### config.mk
export PLATFORM = sky130hd
export DESIGN_NAME = tmr_mode_cfg
export DESIGN_NICKNAME = d
export VERILOG_FILES = /design/src/rtl/tmr_mode_cfg_pkg.sv /design/src/rtl/tmr_mode_dec.sv /design/src/rtl/tmr_mode_slice.sv /design/src/rtl/tmr_mode_cfg.sv
export SDC_FILE = /design/constraint.sdc
export NUM_CORES = 1
export LEC_CHECK = 0
export BUFFER_PORTS_ARGS = -buffer_cell sky130_fd_sc_hd__buf_2
export CAP_MARGIN = 20
export CORE_MARGIN = 5
export CORE_UTILIZATION = 40
export CTS_BUF_LIST = sky130_fd_sc_hd__clkbuf_2
export DETAILED_ROUTE_END_ITERATION = 8
export PLACE_DENSITY_LB_ADDON = 0.08
export RECOVER_POWER = 25
export REMOVE_ABC_BUFFERS = 1
export SKIP_LAST_GASP = 1
export SLEW_MARGIN = 25
export SYNTH_ARGS = -nofsm -noshare
export SYNTH_HDL_FRONTEND = slang
export SYNTH_SLANG_ARGS = --single-unit
export TNS_END_PERCENT = 5
### constraint.sdc
create_clock -name clk_i -period 1.3 [get_ports clk_i]
set_input_delay 0.26 -clock clk_i [delete_from_list [all_inputs] [get_ports clk_i]]
set_output_delay 0.26 -clock clk_i [all_outputs]
set_load 0.005 [all_outputs]
### src/rtl/tmr_mode_cfg_pkg.sv
package tmr_mode_cfg_pkg;
  localparam int unsigned ADDR_W   = 5;
  localparam int unsigned DATA_W   = 32;
  localparam int unsigned IDX_W    = ADDR_W - 2;
  localparam logic [IDX_W-1:0] CFG_IDX = 3'd4;

  typedef struct packed {
    logic             wr;
    logic             rd;
    logic [IDX_W-1:0] idx;
  } reg_acc_t;
endpackage

### src/rtl/tmr_mode_dec.sv
module tmr_mode_dec
  import tmr_mode_cfg_pkg::*;
(
  input  logic              wr_en_i,
  input  logic              rd_en_i,
  input  logic [ADDR_W-1:0] addr_i,
  output logic              cfg_wr_o,
  output logic              cfg_rd_o
);
  reg_acc_t acc;
  always_comb begin
    acc.wr  = wr_en_i;
    acc.rd  = rd_en_i;
    acc.idx = addr_i[ADDR_W-1:2];
  end
  assign cfg_wr_o = acc.wr && (acc.idx == CFG_IDX);
  assign cfg_rd_o = acc.rd && (acc.idx == CFG_IDX);
endmodule

### src/rtl/tmr_mode_slice.sv
module tmr_mode_slice (
  input  logic clk_i,
  input  logic rst_ni,
  input  logic wr_i,
  input  logic bit_i,
  output logic mode_o,
  output logic restart_o,
  output logic irq_clr_o,
  output logic lim_max_o
);
  always_ff @(posedge clk_i or negedge rst_ni) begin
    if (!rst_ni) begin
      mode_o    <= 1'b0;
      restart_o <= 1'b0;
      irq_clr_o <= 1'b0;
      lim_max_o <= 1'b0;
    end else begin
      restart_o <= wr_i;
      irq_clr_o <= wr_i & bit_i;
      lim_max_o <= wr_i & bit_i;
      if (wr_i) mode_o <= bit_i;
    end
  end
endmodule

### src/rtl/tmr_mode_cfg.sv
module tmr_mode_cfg
  import tmr_mode_cfg_pkg::*;
#(
  parameter int unsigned NUM_TMR = 16
) (
  input  logic              clk_i,
  input  logic              rst_ni,
  input  logic              wr_en_i,
  input  logic              rd_en_i,
  input  logic [4:0]        addr_i,
  input  logic [31:0]       wdata_i,
  output logic [31:0]       rdata_o,
  output logic [NUM_TMR-1:0] mode_o,
  output logic [NUM_TMR-1:0] restart_o,
  output logic [NUM_TMR-1:0] irq_clr_o,
  output logic [NUM_TMR-1:0] lim_max_o
);
  localparam int unsigned PAD_W = DATA_W - NUM_TMR;

  logic cfg_wr, cfg_rd;

  tmr_mode_dec u_dec (
    .wr_en_i (wr_en_i),
    .rd_en_i (rd_en_i),
    .addr_i  (addr_i),
    .cfg_wr_o(cfg_wr),
    .cfg_rd_o(cfg_rd)
  );

  for (genvar i = 0; i < NUM_TMR; i++) begin : g_slice
    tmr_mode_slice u_slice (
      .clk_i    (clk_i),
      .rst_ni   (rst_ni),
      .wr_i     (cfg_wr),
      .bit_i    (wdata_i[i]),
      .mode_o   (mode_o[i]),
      .restart_o(restart_o[i]),
      .irq_clr_o(irq_clr_o[i]),
      .lim_max_o(lim_max_o[i])
    );
  end

  if (PAD_W > 0) begin : g_pad
    assign rdata_o = cfg_rd ? {{PAD_W{1'b0}}, mode_o} : '0;
  end else begin : g_nopad
    assign rdata_o = cfg_rd ? mode_o[DATA_W-1:0] : '0;
  end
endmodule

**Yosys cells after proc, flatten, opt, wreduce, memory -nomap -nowiden**

Index checks and enable logic that the tools add are counted.

- Bits in registers: 33
- Input bits: 41
- Output and inout bits: 96
- Logic and storage cells: 53

- Eq/ne operators: 1
- Muxes and demuxes: 1
- Bitwise operators: 16
- Reduce and logical (&&, ||, !) cells: 2

Operators by type and width:

| kind | count |
|---|---|
| bitwise AND 1 bit | 16 |
| two-way mux 16 bit | 1 |
| == test 3 bit, second input constant | 1 |
| logical AND 1 bit | 2 |

**Depth between registers and ports, before layout**

Gate-level depths: netlist of the first run.

- Word-level depth: 3
- Mapped depth: 4
- Gate-level depth less buffers: 2

**Modules after synthesis**

From an unflattened synthesis of the first run, not the netlist that was laid out.

- Cell total of the unflattened synthesis: 132
- Area, all modules: 1956.9 µm²

By module, submodules not included:

| module | instances | cells each | area each (µm²) |
|---|---|---|---|
| tmr_mode_slice | 16 | 6 | 105.1 |
| tmr_mode_cfg | 1 | 34 | 250.2 |
| tmr_mode_dec | 1 | 2 | 25.0 |

**Worst setup path after synthesis of the first run**

Ideal clock, no wire load.

- Path type: input to register
- From: input addr_i[3]
- To: register g_slice[12].u_slice.mode_o
- Setup time: 0.127 ns
- Data arrival time: 1.130 ns
- Data required time: 1.173 ns
- Path slack: 0.043 ns
- Cell stages on the path: 4
- Buffers on the path: 2
- Path through: nor4bb_1 > buf_4 > buf_6 > mux2_1

- Word-level cells in the longest chain between the ends: 2

RTL lines:

| what | RTL line | source |
|---|---|---|
| start: declaration | tmr_mode_cfg.sv:10 | `input logic [4:0] addr_i,` |
| == test 3 bit | tmr_mode_dec.sv:16 | `assign cfg_wr_o = acc.wr && (acc.idx == CFG_IDX);` |
| logical AND 1 bit | tmr_mode_dec.sv:16 |  |
| end signal: assignment | tmr_mode_slice.sv:21 | `if (wr_i) mode_o <= bit_i;` |
| end: declaration | tmr_mode_slice.sv:6 | `output logic mode_o,` |

No other way between the ends.
A chain may end at the register's enable or synchronous reset.

**Worst setup path in the final report of the first run**

- From: input addr_i[2]
- To: output rdata_o[14]

- Word-level cells in the longest chain between the ends: 3

RTL lines:

| what | RTL line | source |
|---|---|---|
| == test 3 bit | tmr_mode_dec.sv:17 | `assign cfg_rd_o = acc.rd && (acc.idx == CFG_IDX);` |
| logical AND 1 bit | tmr_mode_dec.sv:17 |  |
| two-way mux 16 bit | tmr_mode_cfg.sv:44 | `assign rdata_o = cfg_rd ? {{PAD_W{1'b0}}, mode_o} : '0;` |
| end: declaration | tmr_mode_cfg.sv:12 | `output logic [31:0] rdata_o,` |

No other way between the ends.

==> impl_metrics.env, run 1 <==
export IMPL_worst_path_largest_cell_delay_ns=0.31
export IMPL_cts_buffers=5
export IMPL_leakage_nw=1.21
export IMPL_ys_types=11
export IMPL_ys_seq_area_share_pct=44.1
export IMPL_clock_path_buffers=2
export IMPL_start_util_pct=42.1
export IMPL_worst_endpoint_required_ns=1.04
export IMPL_avgViaCountPerCell=4.16
export IMPL_cts_clk_slew_worst_paths_ns=0.15
export IMPL_ys_ff_latch=33
export IMPL_rsz0062_at_grt="true"
export IMPL_setup_violations=9
export IMPL_cts_tree="yes"
export IMPL_grt_pass1_wl_mm=5.28
export IMPL_finalHoldViolCount=0
export IMPL_fin_hold_ws_ns=0.112
export IMPL_startpoint_type="input pin"
export IMPL_finalCritPeriodShare_pct=101
export IMPL_firstDrtPassIters=2
export IMPL_postSynthCellCount=169
export IMPL_drt_antenna_violating_nets=0
export IMPL_crit_top_cell="buf_2"
export IMPL_path_max_fanout=8
export IMPL_slew_violations=0
export IMPL_cp_num_buf_inv=3
export IMPL_final_common_cell="buf_2"
export IMPL_muxShareOfSynthArea_pct=9.63
export IMPL_grt_pass1_vias=1110
export IMPL_dp_final_hpwl_mm=2.82
export IMPL_portBuffers=102
export IMPL_syn_cell_area_sq_um=1870
export IMPL_core_area_sq_um=4440
export IMPL_ios=137
export IMPL_synth_avg_cell_area_sq_um=11.1
export IMPL_fmax_ghz=0.762
export IMPL_fin_setup_tns_ns=-0.0648
export IMPL_clk_latency_ns=0.35
export IMPL_cts_htree_levels=2
export IMPL_cap_violations=0
export IMPL_die_w_um=78.4
export IMPL_die_y_um=78.4
export IMPL_ys_warn_count=0
export IMPL_violations="negative setup slack"
export IMPL_area_delta_synth_final_pct=4.75
export IMPL_synthAdderAreaFrac_pct=0
export IMPL_num_antenna_cells=0
export IMPL_gp_congestion=0.671
export IMPL_synth_compound_area_share_pct=0
export IMPL_cpMaxStageDelayCell="and4bb_2"
export IMPL_nFillCells=434
export IMPL_drc=0
export IMPL_regArea_sq_um=827
export IMPL_die_area_sq_um=6150
export IMPL_routedWlPerCell_um=12.7
export IMPL_mostFrequentLayoutCells="101 x buf_2, 32 x dfrtp_1, 31 x and2_1"
export IMPL_yosys_area_share_simple_pct=11.9
export IMPL_arrival_ns=1.05
export IMPL_grt_usage_pct=10.9
export IMPL_worst_hold_path_num_cells=2
export IMPL_hold_class="input pin to register"
export IMPL_multi_input_area_sq_um=463
export IMPL_worstSetupPathType="input pin to output port"
export IMPL_crit_family="simple AND/OR/NAND/NOR gates"
export IMPL_reg2reg_depth=1
export IMPL_crit_cells=5
export IMPL_wl_mm=3.39
export IMPL_p_per_area_nw_per_um2=1030
export IMPL_fin_ws_ns=-0.0126
export IMPL_peakVddDrop_uv=489
export IMPL_outcome="finished, violations left"
export IMPL_path_cells="buf_2 > and4bb_2 > buf_4 > and2_1 > buf_2"
export IMPL_grt_overflow=0
export IMPL_fin_nets=255
export IMPL_drive_above_1_share_pct=56.5
export IMPL_drt_iter0_drc=25
export IMPL_synth_top_family_by_area="buffers and inverters"
export IMPL_grt_max_degree=18
export IMPL_cts_root_buf="clkbuf_2"
export IMPL_vias=1107
export IMPL_post_cts_buffers=0
export IMPL_end_kind="output port"
export IMPL_period_minus_slack_ns=1.31
export IMPL_skew_ns=0
export IMPL_rows=24
export IMPL_antenna_found_initial=0
export IMPL_clock_sinks=33
export IMPL_synth_xor_area_share_pct=0
-- kinds of logic (layout without fill, tap and decap cells) --
kind of cell,after synthesis,after routing
AND/OR/NAND/NOR,34,34
buffers and inverters,85,115
flip-flops,33,33
other,1,16
multiplexers,16,16
-- area by class of cell --
| cell class | count | share of cell area (%) |
|---|---|---|
| clock buffer | 6 | 1.53 |
| clock inverter | 1 | 0.191 |
| multi-input combinational | 66 | 23.6 |
| sequential | 33 | 42.2 |
| tap | 52 | 3.32 |
| timing repair buffer | 108 | 29.2 |
-- Yosys cell counts --
cell type | number | area (sq um)
clkbuf_1 | 1 | 3.75
and2_1 | 32 | 200
conb_1 | 1 | 3.75
and4bb_2 | 1 | 12.5
buf_4 | 81 | 608
mux2_1 | 10 | 113
dfrtp_1 | 33 | 826
mux2_2 | 6 | 67.6
nor4bb_1 | 1 | 10.0
buf_2 | 1 | 5.00
buf_6 | 2 | 22.5
-- power by group --
group	switching, mW	internal [mW]	leakage [nW]	total, mW
clock network	0.309	0.126	0.0265	0.435
logic	0.162	0.211	0.757	0.374
registers	0.0741	1.14	0.426	1.22
-- metal layers --
metal,track usage [%],up-vias,routed length [um]
met5,0,-,0
met4,4.20,0,44
met3,4.69,6,402
met2,19.1,77,1620
met1,11.7,506,1320
li1,-,518,-
-- stage by stage --
stage | std cells | setup WS (ns) | instance area [sq um] | util, % | power, mW
6_report | 266 | -0.0126 | 1960 | 44.1 | 2.03
4_1_cts | 266 | -0.0569 | 1980 | 44.5 | 2.09
3_5_place_dp | 258 | -0.128 | 1930 | 43.4 | 1.63
5_1_grt | 266 | -0.0847 | 1960 | 44.1 | 2.16
2_1_floorplan | 99 | -1.98 | 1290 | - | 1.37
3_3_place_gp | 258 | -0.115 | 1930 | 43.4 | 1.61
-- sequential cells by signal, indices dropped and copies added, names as in the netlist --
name / flops
g_slice.u_slice.irq_clr_o: 16
g_slice.u_slice.restart_o: 1
g_slice.u_slice.mode_o: 16
-- what timing repair did --
action                                  CTS  global route
endpoints found under the hold margin    16             0
endpoints found under the setup margin   32            32
gates resized for setup                   2             0
hold buffers                              1             0
-- final timing paths --
path	from	endpoint	slack [ns]
worst max-delay path	addr_i[2]	rdata_o[14]	-0.01
worst min-delay path	wdata_i[0]	g_slice[0].u_slice.irq_clr_o$_DFF_PN0_	0.11
worst max register to register	g_slice[4].u_slice.mode_o$_DFFE_PN0P_	g_slice[4].u_slice.mode_o$_DFFE_PN0P_	0.49
worst min register to register	g_slice[5].u_slice.mode_o$_DFFE_PN0P_	g_slice[5].u_slice.mode_o$_DFFE_PN0P_	0.52
max in group asynchronous	rst_ni	g_slice[14].u_slice.mode_o$_DFFE_PN0P_	0.50
min in group asynchronous	rst_ni	g_slice[11].u_slice.irq_clr_o$_DFF_PN0_	0.35
No activity file was read; power rests on OpenSTA's default activity.
==> run 2: changes to the inputs <==
--- a/config.mk
+++ b/config.mk
@@ -7,8 +7,10 @@
 export LEC_CHECK = 0
 export BUFFER_PORTS_ARGS = -buffer_cell sky130_fd_sc_hd__buf_2
 export CAP_MARGIN = 20
+export CELL_PAD_IN_SITES_DETAIL_PLACEMENT = 0
+export CELL_PAD_IN_SITES_GLOBAL_PLACEMENT = 1
 export CORE_MARGIN = 5
-export CORE_UTILIZATION = 40
+export CORE_UTILIZATION = 32
 export CTS_BUF_LIST = sky130_fd_sc_hd__clkbuf_2
 export DETAILED_ROUTE_END_ITERATION = 8
 export PLACE_DENSITY_LB_ADDON = 0.08
@@ -18,5 +20,6 @@
 export SLEW_MARGIN = 25
 export SYNTH_ARGS = -nofsm -noshare
 export SYNTH_HDL_FRONTEND = slang
+export SYNTH_HIERARCHICAL = 1
 export SYNTH_SLANG_ARGS = --single-unit
 export TNS_END_PERCENT = 5
==> impl_metrics.env, run 2 <==
export IMPL_outcome="finished, violations left"
export IMPL_violations="negative setup slack"
export IMPL_final_common_cell="buf_2"
export IMPL_cts_buffers=5
export IMPL_fin_hold_ws_ns=0.0813
export IMPL_drive_above_1_share_pct=70.8
export IMPL_vias=1275
export IMPL_firstDrtPassIters=3
export IMPL_synth_enable_flop_cells=0
export IMPL_drc=0
export IMPL_routedWlPerCell_um=13.1
export IMPL_hold_class="input pin to register"
export IMPL_skew_ns=0
export IMPL_die_w_um=88.2
export IMPL_worstSetupPathType="register to output port"
export IMPL_setup_violations=27
export IMPL_syn_cell_area_sq_um=1960
export IMPL_p_comb_share_pct=19.6
export IMPL_rows=28
export IMPL_ys_warn_count=6
export IMPL_grt_util_met3_pct=3.39
export IMPL_startpoint_type="register"
export IMPL_portBuffers=102
export IMPL_synth_top_area_cell="dfrtp_1"
export IMPL_postSynthCellCount=132
export IMPL_tightestPinTransition_ns=0.641
export IMPL_reg_top3="g_slice.u_slice/irq_clr_o x16, g_slice.u_slice/mode_o x16, g_slice.u_slice/restart_o x16"
export IMPL_die_y_um=88.2
export IMPL_end_kind="output port"
export IMPL_grt_pass1_wl_mm=6.20
export IMPL_slew_violations=0
export IMPL_busiest_layer="met2"
export IMPL_finalCritPeriodShare_pct=106
export IMPL_leakage_nw=1.56
export IMPL_synth_most_common_cell="dfrtp_1"
export IMPL_async_reset_ff_share_pct=100
export IMPL_die_area_sq_um=7780
export IMPL_finalHoldViolCount=0
export IMPL_avgViaCountPerCell=4.05
export IMPL_crit_start="g_slice[0].u_slice/mode_o$_DFFE_PN0P_"
export IMPL_netSwitchingPower_mw=0.725
export IMPL_grtUsageMet1_pct=11.2
export IMPL_fmax_ghz=0.723
export IMPL_path_max_fanout=2
export IMPL_cts_htree_levels=2
export IMPL_arrival_ns=1.12
export IMPL_grt_use_met2_pct=19.5
export IMPL_start_util_pct=33.1
export IMPL_antenna_found_initial=0
export IMPL_cts_root_buf="clkbuf_2"
export IMPL_intPower_mw=2.34
export IMPL_cts_clk_slew_worst_paths_ns=0.23
export IMPL_synth_main_ff_cell="dfrtp_1"
export IMPL_regArea_sq_um=1200
export IMPL_grt_overflow=0
export IMPL_gp_congestion=0.685
export IMPL_grt_pass1_vias=1292
export IMPL_synth_area_leaders="dfrtp_1 61%, buf_4 12%, mux2_4 12%"
export IMPL_ys_types=8
export IMPL_ys_ff_latch=48
export IMPL_clock_sinks=48
export IMPL_timing_rr_start="g_slice[5].u_slice/mode_o$_DFFE_PN0P_"
export IMPL_synth_avg_cell_area_sq_um=14.8
export IMPL_fin_setup_tns_ns=-1.16
export IMPL_synthTopCellsByCount="48 x dfrtp_1, 32 x buf_4, 28 x and2_2, 16 x mux2_4, 4 x and2_1"
export IMPL_peakVddDrop_uv=445
export IMPL_drt_antenna_violating_nets=0
export IMPL_clock_path_buffers=2
export IMPL_clkPwrFrac_pct=24.8
export IMPL_drt_iter0_drc=37
export IMPL_multi_input_area_sq_um=573
export IMPL_period_minus_slack_ns=1.38
export IMPL_area_delta_synth_final_pct=32.3
export IMPL_cts_tree="yes"
export IMPL_fin_nets=280
export IMPL_power_frac_seq_pct=55.6
export IMPL_fin_ws_ns=-0.0826
export IMPL_ys_seq_area_share_pct=61.4
export IMPL_worst_endpoint_required_ns=1.04
export IMPL_clk_latency_ns=0.37
export IMPL_hold_start="wdata_i[3]"
export IMPL_cap_violations=0
export IMPL_slew_headroom_pct=57.2
export IMPL_rsz0062_at_grt="true"
export IMPL_core_area_sq_um=5920
export IMPL_final_util_pct=43.7
export IMPL_nFillCells=601
export IMPL_p_per_area_nw_per_um2=1180
export IMPL_num_antenna_cells=0
export IMPL_grt_usage_pct=10.5
export IMPL_grt_max_degree=49
export IMPL_p_total_mw=3.06
export IMPL_swShare_pct=23.7
export IMPL_ios=137
export IMPL_yosysTopAreaCellShare_pct=61.4
export IMPL_wl_mm=4.12
export IMPL_mostFrequentLayoutCells="102 x buf_2, 48 x dfrtp_1, 18 x and2_2"
-- run 2: changes by cell type after synthesis, sizes merged --
cell	before	now
and4bb	1	2
buf	84	33
clkbuf	1	0
dfrtp	33	48
nor4bb	1	0
-- run 2: through the flow --
stage	cell area, sq um	cells	setup slack (ns)
5_1_grt	2590	315	-0.169
4_1_cts	2620	315	-0.119
3_3_place_gp	2450	295	-0.0535
6_report	2590	315	-0.0826
3_5_place_dp	2450	295	-0.0685
2_1_floorplan	1760	114	-0.249
-- run 2: what timing repair did --
action	4_1_cts	5_1_grt
pin swaps	3	1
hold buffers	1	0
gates resized for setup	10	0
endpoints found under the setup margin	16	45
endpoints found under the hold margin	48	0
buffers inserted	11	0
-- run 2: path summary, 6_finish.rpt --
path / end / slack [ns] / cells past startpoint
max reg2reg: g_slice[5].u_slice/mode_o$_DFFE_PN0P_ / 0.37 / 2
min: g_slice[3].u_slice/irq_clr_o$_DFF_PN0_ / 0.08 / 2
max: rdata_o[0] / -0.08 / 2
min in group asynchronous: g_slice[1].u_slice/mode_o$_DFFE_PN0P_ / 0.51 / 3
max in group asynchronous: g_slice[9].u_slice/mode_o$_DFFE_PN0P_ / 0.35 / 3
min reg2reg: g_slice[11].u_slice/mode_o$_DFFE_PN0P_ / 0.56 / 1
-- run 2: kinds of logic (layout without fill, tap and decap cells) --
kind of cell | after synthesis | count (layout) | share of synthesized area (%)
buffers and inverters | 33 | 126 | 12.9
DFF | 48 | 48 | 61.4
muxes | 16 | 16 | 12.3
other | 1 | 16 | 0.192
and+or+nand+nor | 34 | 34 | 13.3
-- run 2: per-layer routing --
metal  vias up  wire, um
met5         -         0
met4         0        21
met3         2       442
met2        68      2140
met1       617      1520
li1        588         -
-- run 2: power by group through the flow --
stage	Clock, mW	Sequential (mW)	Combinational [mW]
2_1_floorplan	0	1.74	0.203
3_3_place_gp	0	1.73	0.477
3_5_place_dp	0	1.73	0.484
4_1_cts	0.817	1.70	0.620
5_1_grt	0.860	1.72	0.658
6_report	0.761	1.70	0.599
-- run 2: layout make-up --
| cell class | count | share of cell area [%] |
|---|---|---|
| repair buffers | 118 | 25.3 |
| clock inverters | 2 | 1.35 |
| clock buffers | 6 | 1.16 |
| multi-input cells | 66 | 22.1 |
| flip-flops and latches | 48 | 46.4 |
| well taps | 75 | 3.62 |
-- run 2: worst max-delay path: stages (launching register included) --
cell,delay [ns]
dfrtp_1,0.44
and2_2,0.19
buf_2,0.13
==> run 3: changes to the inputs <==
--- a/config.mk
+++ b/config.mk
@@ -11,7 +11,7 @@
 export CELL_PAD_IN_SITES_GLOBAL_PLACEMENT = 1
 export CORE_MARGIN = 5
 export CORE_UTILIZATION = 32
-export CTS_BUF_LIST = sky130_fd_sc_hd__clkbuf_2
+export CTS_BUF_LIST = sky130_fd_sc_hd__clkbuf_8
 export DETAILED_ROUTE_END_ITERATION = 8
 export PLACE_DENSITY_LB_ADDON = 0.08
 export RECOVER_POWER = 25
==> impl_metrics.env, run 3 (synthesis gave the netlist of run 2 again) <==
export IMPL_finalCritPeriodShare_pct=101
export IMPL_portBuffers=102
export IMPL_worst_path_largest_cell_delay_ns=0.31
export IMPL_clock_path_buffers=2
export IMPL_ios=137
export IMPL_vias=1210
export IMPL_cts_clk_slew_worst_paths_ns=0.08
export IMPL_cpMaxStageDelayCell="and4bb_2"
export IMPL_tightestPinTransition_ns=0.644
export IMPL_cts_htree_levels=2
export IMPL_core_area_sq_um=5920
export IMPL_violations="negative setup slack"
export IMPL_hold_class="input pin to register"
export IMPL_worst_endpoint_required_ns=1.04
export IMPL_slew_violations=0
export IMPL_drt_iter0_drc=29
export IMPL_fin_hold_ws_ns=0.199
export IMPL_path_cells="buf_2 > and4bb_2 > buf_12 > and2_2 > buf_2"
export IMPL_instances_no_fill=304
export IMPL_worstSetupPathType="input pin to output port"
export IMPL_arrival_ns=1.05
export IMPL_p_total_mw=3.20
export IMPL_drc=0
export IMPL_clock_sinks=48
export IMPL_gp_congestion=0.685
export IMPL_final_cell_area_sq_um=2550
export IMPL_antenna_found_initial=0
export IMPL_dp_cells=295
export IMPL_grt_max_degree=49
export IMPL_area_delta_synth_final_pct=30.4
export IMPL_drt_antenna_violating_nets=0
export IMPL_die_y_um=88.2
export IMPL_cts_resized=0
export IMPL_crit_top_cell="buf_2"
export IMPL_end_kind="output port"
export IMPL_cts_buffers=5
export IMPL_wl_mm=3.99
export IMPL_cts_root_buf="clkbuf_8"
export IMPL_rows=28
export IMPL_fin_nets=269
export IMPL_routedWlPerCell_um=13.1
export IMPL_grt_pass1_vias=1217
export IMPL_period_minus_slack_ns=1.31
export IMPL_final_common_cell="buf_2"
export IMPL_start_util_pct=33.1
export IMPL_fmax_ghz=0.762
export IMPL_avgViaCountPerCell=3.98
export IMPL_cts_tree="yes"
export IMPL_skew_ns=0
export IMPL_grt_overflow=0
export IMPL_outcome="finished, violations left"
export IMPL_crit_family="simple AND/OR/NAND/NOR gates"
export IMPL_num_antenna_cells=0
export IMPL_p_per_area_nw_per_um2=1260
export IMPL_leakage_nw=1.52
export IMPL_multi_input_area_sq_um=561
export IMPL_fin_setup_tns_ns=-0.0859
export IMPL_post_cts_buffers=0
export IMPL_die_area_sq_um=7780
export IMPL_nFillCells=606
export IMPL_mostFrequentLayoutCells="102 x buf_2, 48 x dfrtp_1, 28 x and2_2"
export IMPL_reg_top3="g_slice.u_slice/irq_clr_o x16, g_slice.u_slice/mode_o x16, g_slice.u_slice/restart_o x16"
export IMPL_path_max_fanout=16
export IMPL_placed_area_sq_um=2450
export IMPL_die_w_um=88.2
export IMPL_firstDrtPassIters=4
export IMPL_regArea_sq_um=1200
export IMPL_grt_usage_pct=10.1
export IMPL_startpoint_type="input pin"
export IMPL_rsz0062_at_grt="true"
export IMPL_clk_latency_ns=0.28
export IMPL_slew_headroom_pct=57.0
export IMPL_drive_above_1_share_pct=69.4
export IMPL_cap_violations=0
export IMPL_finalHoldViolCount=0
export IMPL_setup_violations=12
export IMPL_grt_pass1_wl_mm=5.93
export IMPL_fin_ws_ns=-0.0122
export IMPL_peakVddDrop_uv=487
export IMPL_cp_num_buf_inv=3
-- run 3: changes by cell type in the layout (fill, tap and decap cells not counted), sizes merged --
cell	previous run	this run
inv	0	1
clkbuf	8	6
buf	115	105
-- run 3: per-layer routing --
metal	up-vias	GRT usage (%)	part of all wire (%)
met1	574	11.4	37
met4	0	3.30	0.53
met3	2	3.95	12
met5	-	0	0
li1	563	-	-
met2	71	17.6	50
-- run 3: final cells by class --
| type | count | share of cell area [%] |
|---|---|---|
| Tap cell | 75 | 3.68 |
| Timing Repair Buffer | 107 | 23.1 |
| Clock buffer | 5 | 2.70 |
| Sequential cell | 48 | 47.1 |
| Clock inverter | 3 | 1.52 |
| Multi-Input combinational cell | 66 | 22.0 |
-- run 3: timing repair --
| action | 4_1_cts | 5_1_grt |
|---|---|---|
| hold buffers | 1 | 0 |
| endpoints found under the hold margin | 48 | 0 |
| setup endpoints to repair | 16 | 16 |
-- run 3: worst paths after layout --
| path | from | to | slack (ns) | cells after the start |
|---|---|---|---|---|
| worst max-delay path | addr_i[2] | rdata_o[8] | -0.01 | 5 |
| worst min-delay path | wdata_i[3] | g_slice[3].u_slice/irq_clr_o$_DFF_PN0_ | 0.20 | 2 |
| worst max register to register | g_slice[6].u_slice/mode_o$_DFFE_PN0P_ | g_slice[6].u_slice/mode_o$_DFFE_PN0P_ | 0.51 | 1 |
| worst min register to register | g_slice[4].u_slice/mode_o$_DFFE_PN0P_ | g_slice[4].u_slice/mode_o$_DFFE_PN0P_ | 0.54 | 1 |
| max in group asynchronous | rst_ni | g_slice[9].u_slice/mode_o$_DFFE_PN0P_ | 0.23 | 3 |
| min in group asynchronous | rst_ni | g_slice[14].u_slice/irq_clr_o$_DFF_PN0_ | 0.64 | 3 |
-- run 3: report_power, final --
| group | switching (mW) | leakage (nW) | total, mW | internal, mW |
|---|---|---|---|---|
| clock network | 0.462 | 0.0593 | 1.02 | 0.563 |
| logic | 0.176 | 0.824 | 0.467 | 0.291 |
| registers | 0.0884 | 0.633 | 1.71 | 1.62 |
| total | 0.726 | 1.52 | 3.20 | 2.48 |
-- run 3: through the flow --
step           setup slack [ns]  util [%]
2_1_floorplan            -0.249         -
3_3_place_gp            -0.0535      41.3
3_5_place_dp            -0.0685      41.3
4_1_cts                 -0.0326      43.3
5_1_grt                 -0.0603      43.1
6_report                -0.0122      43.1
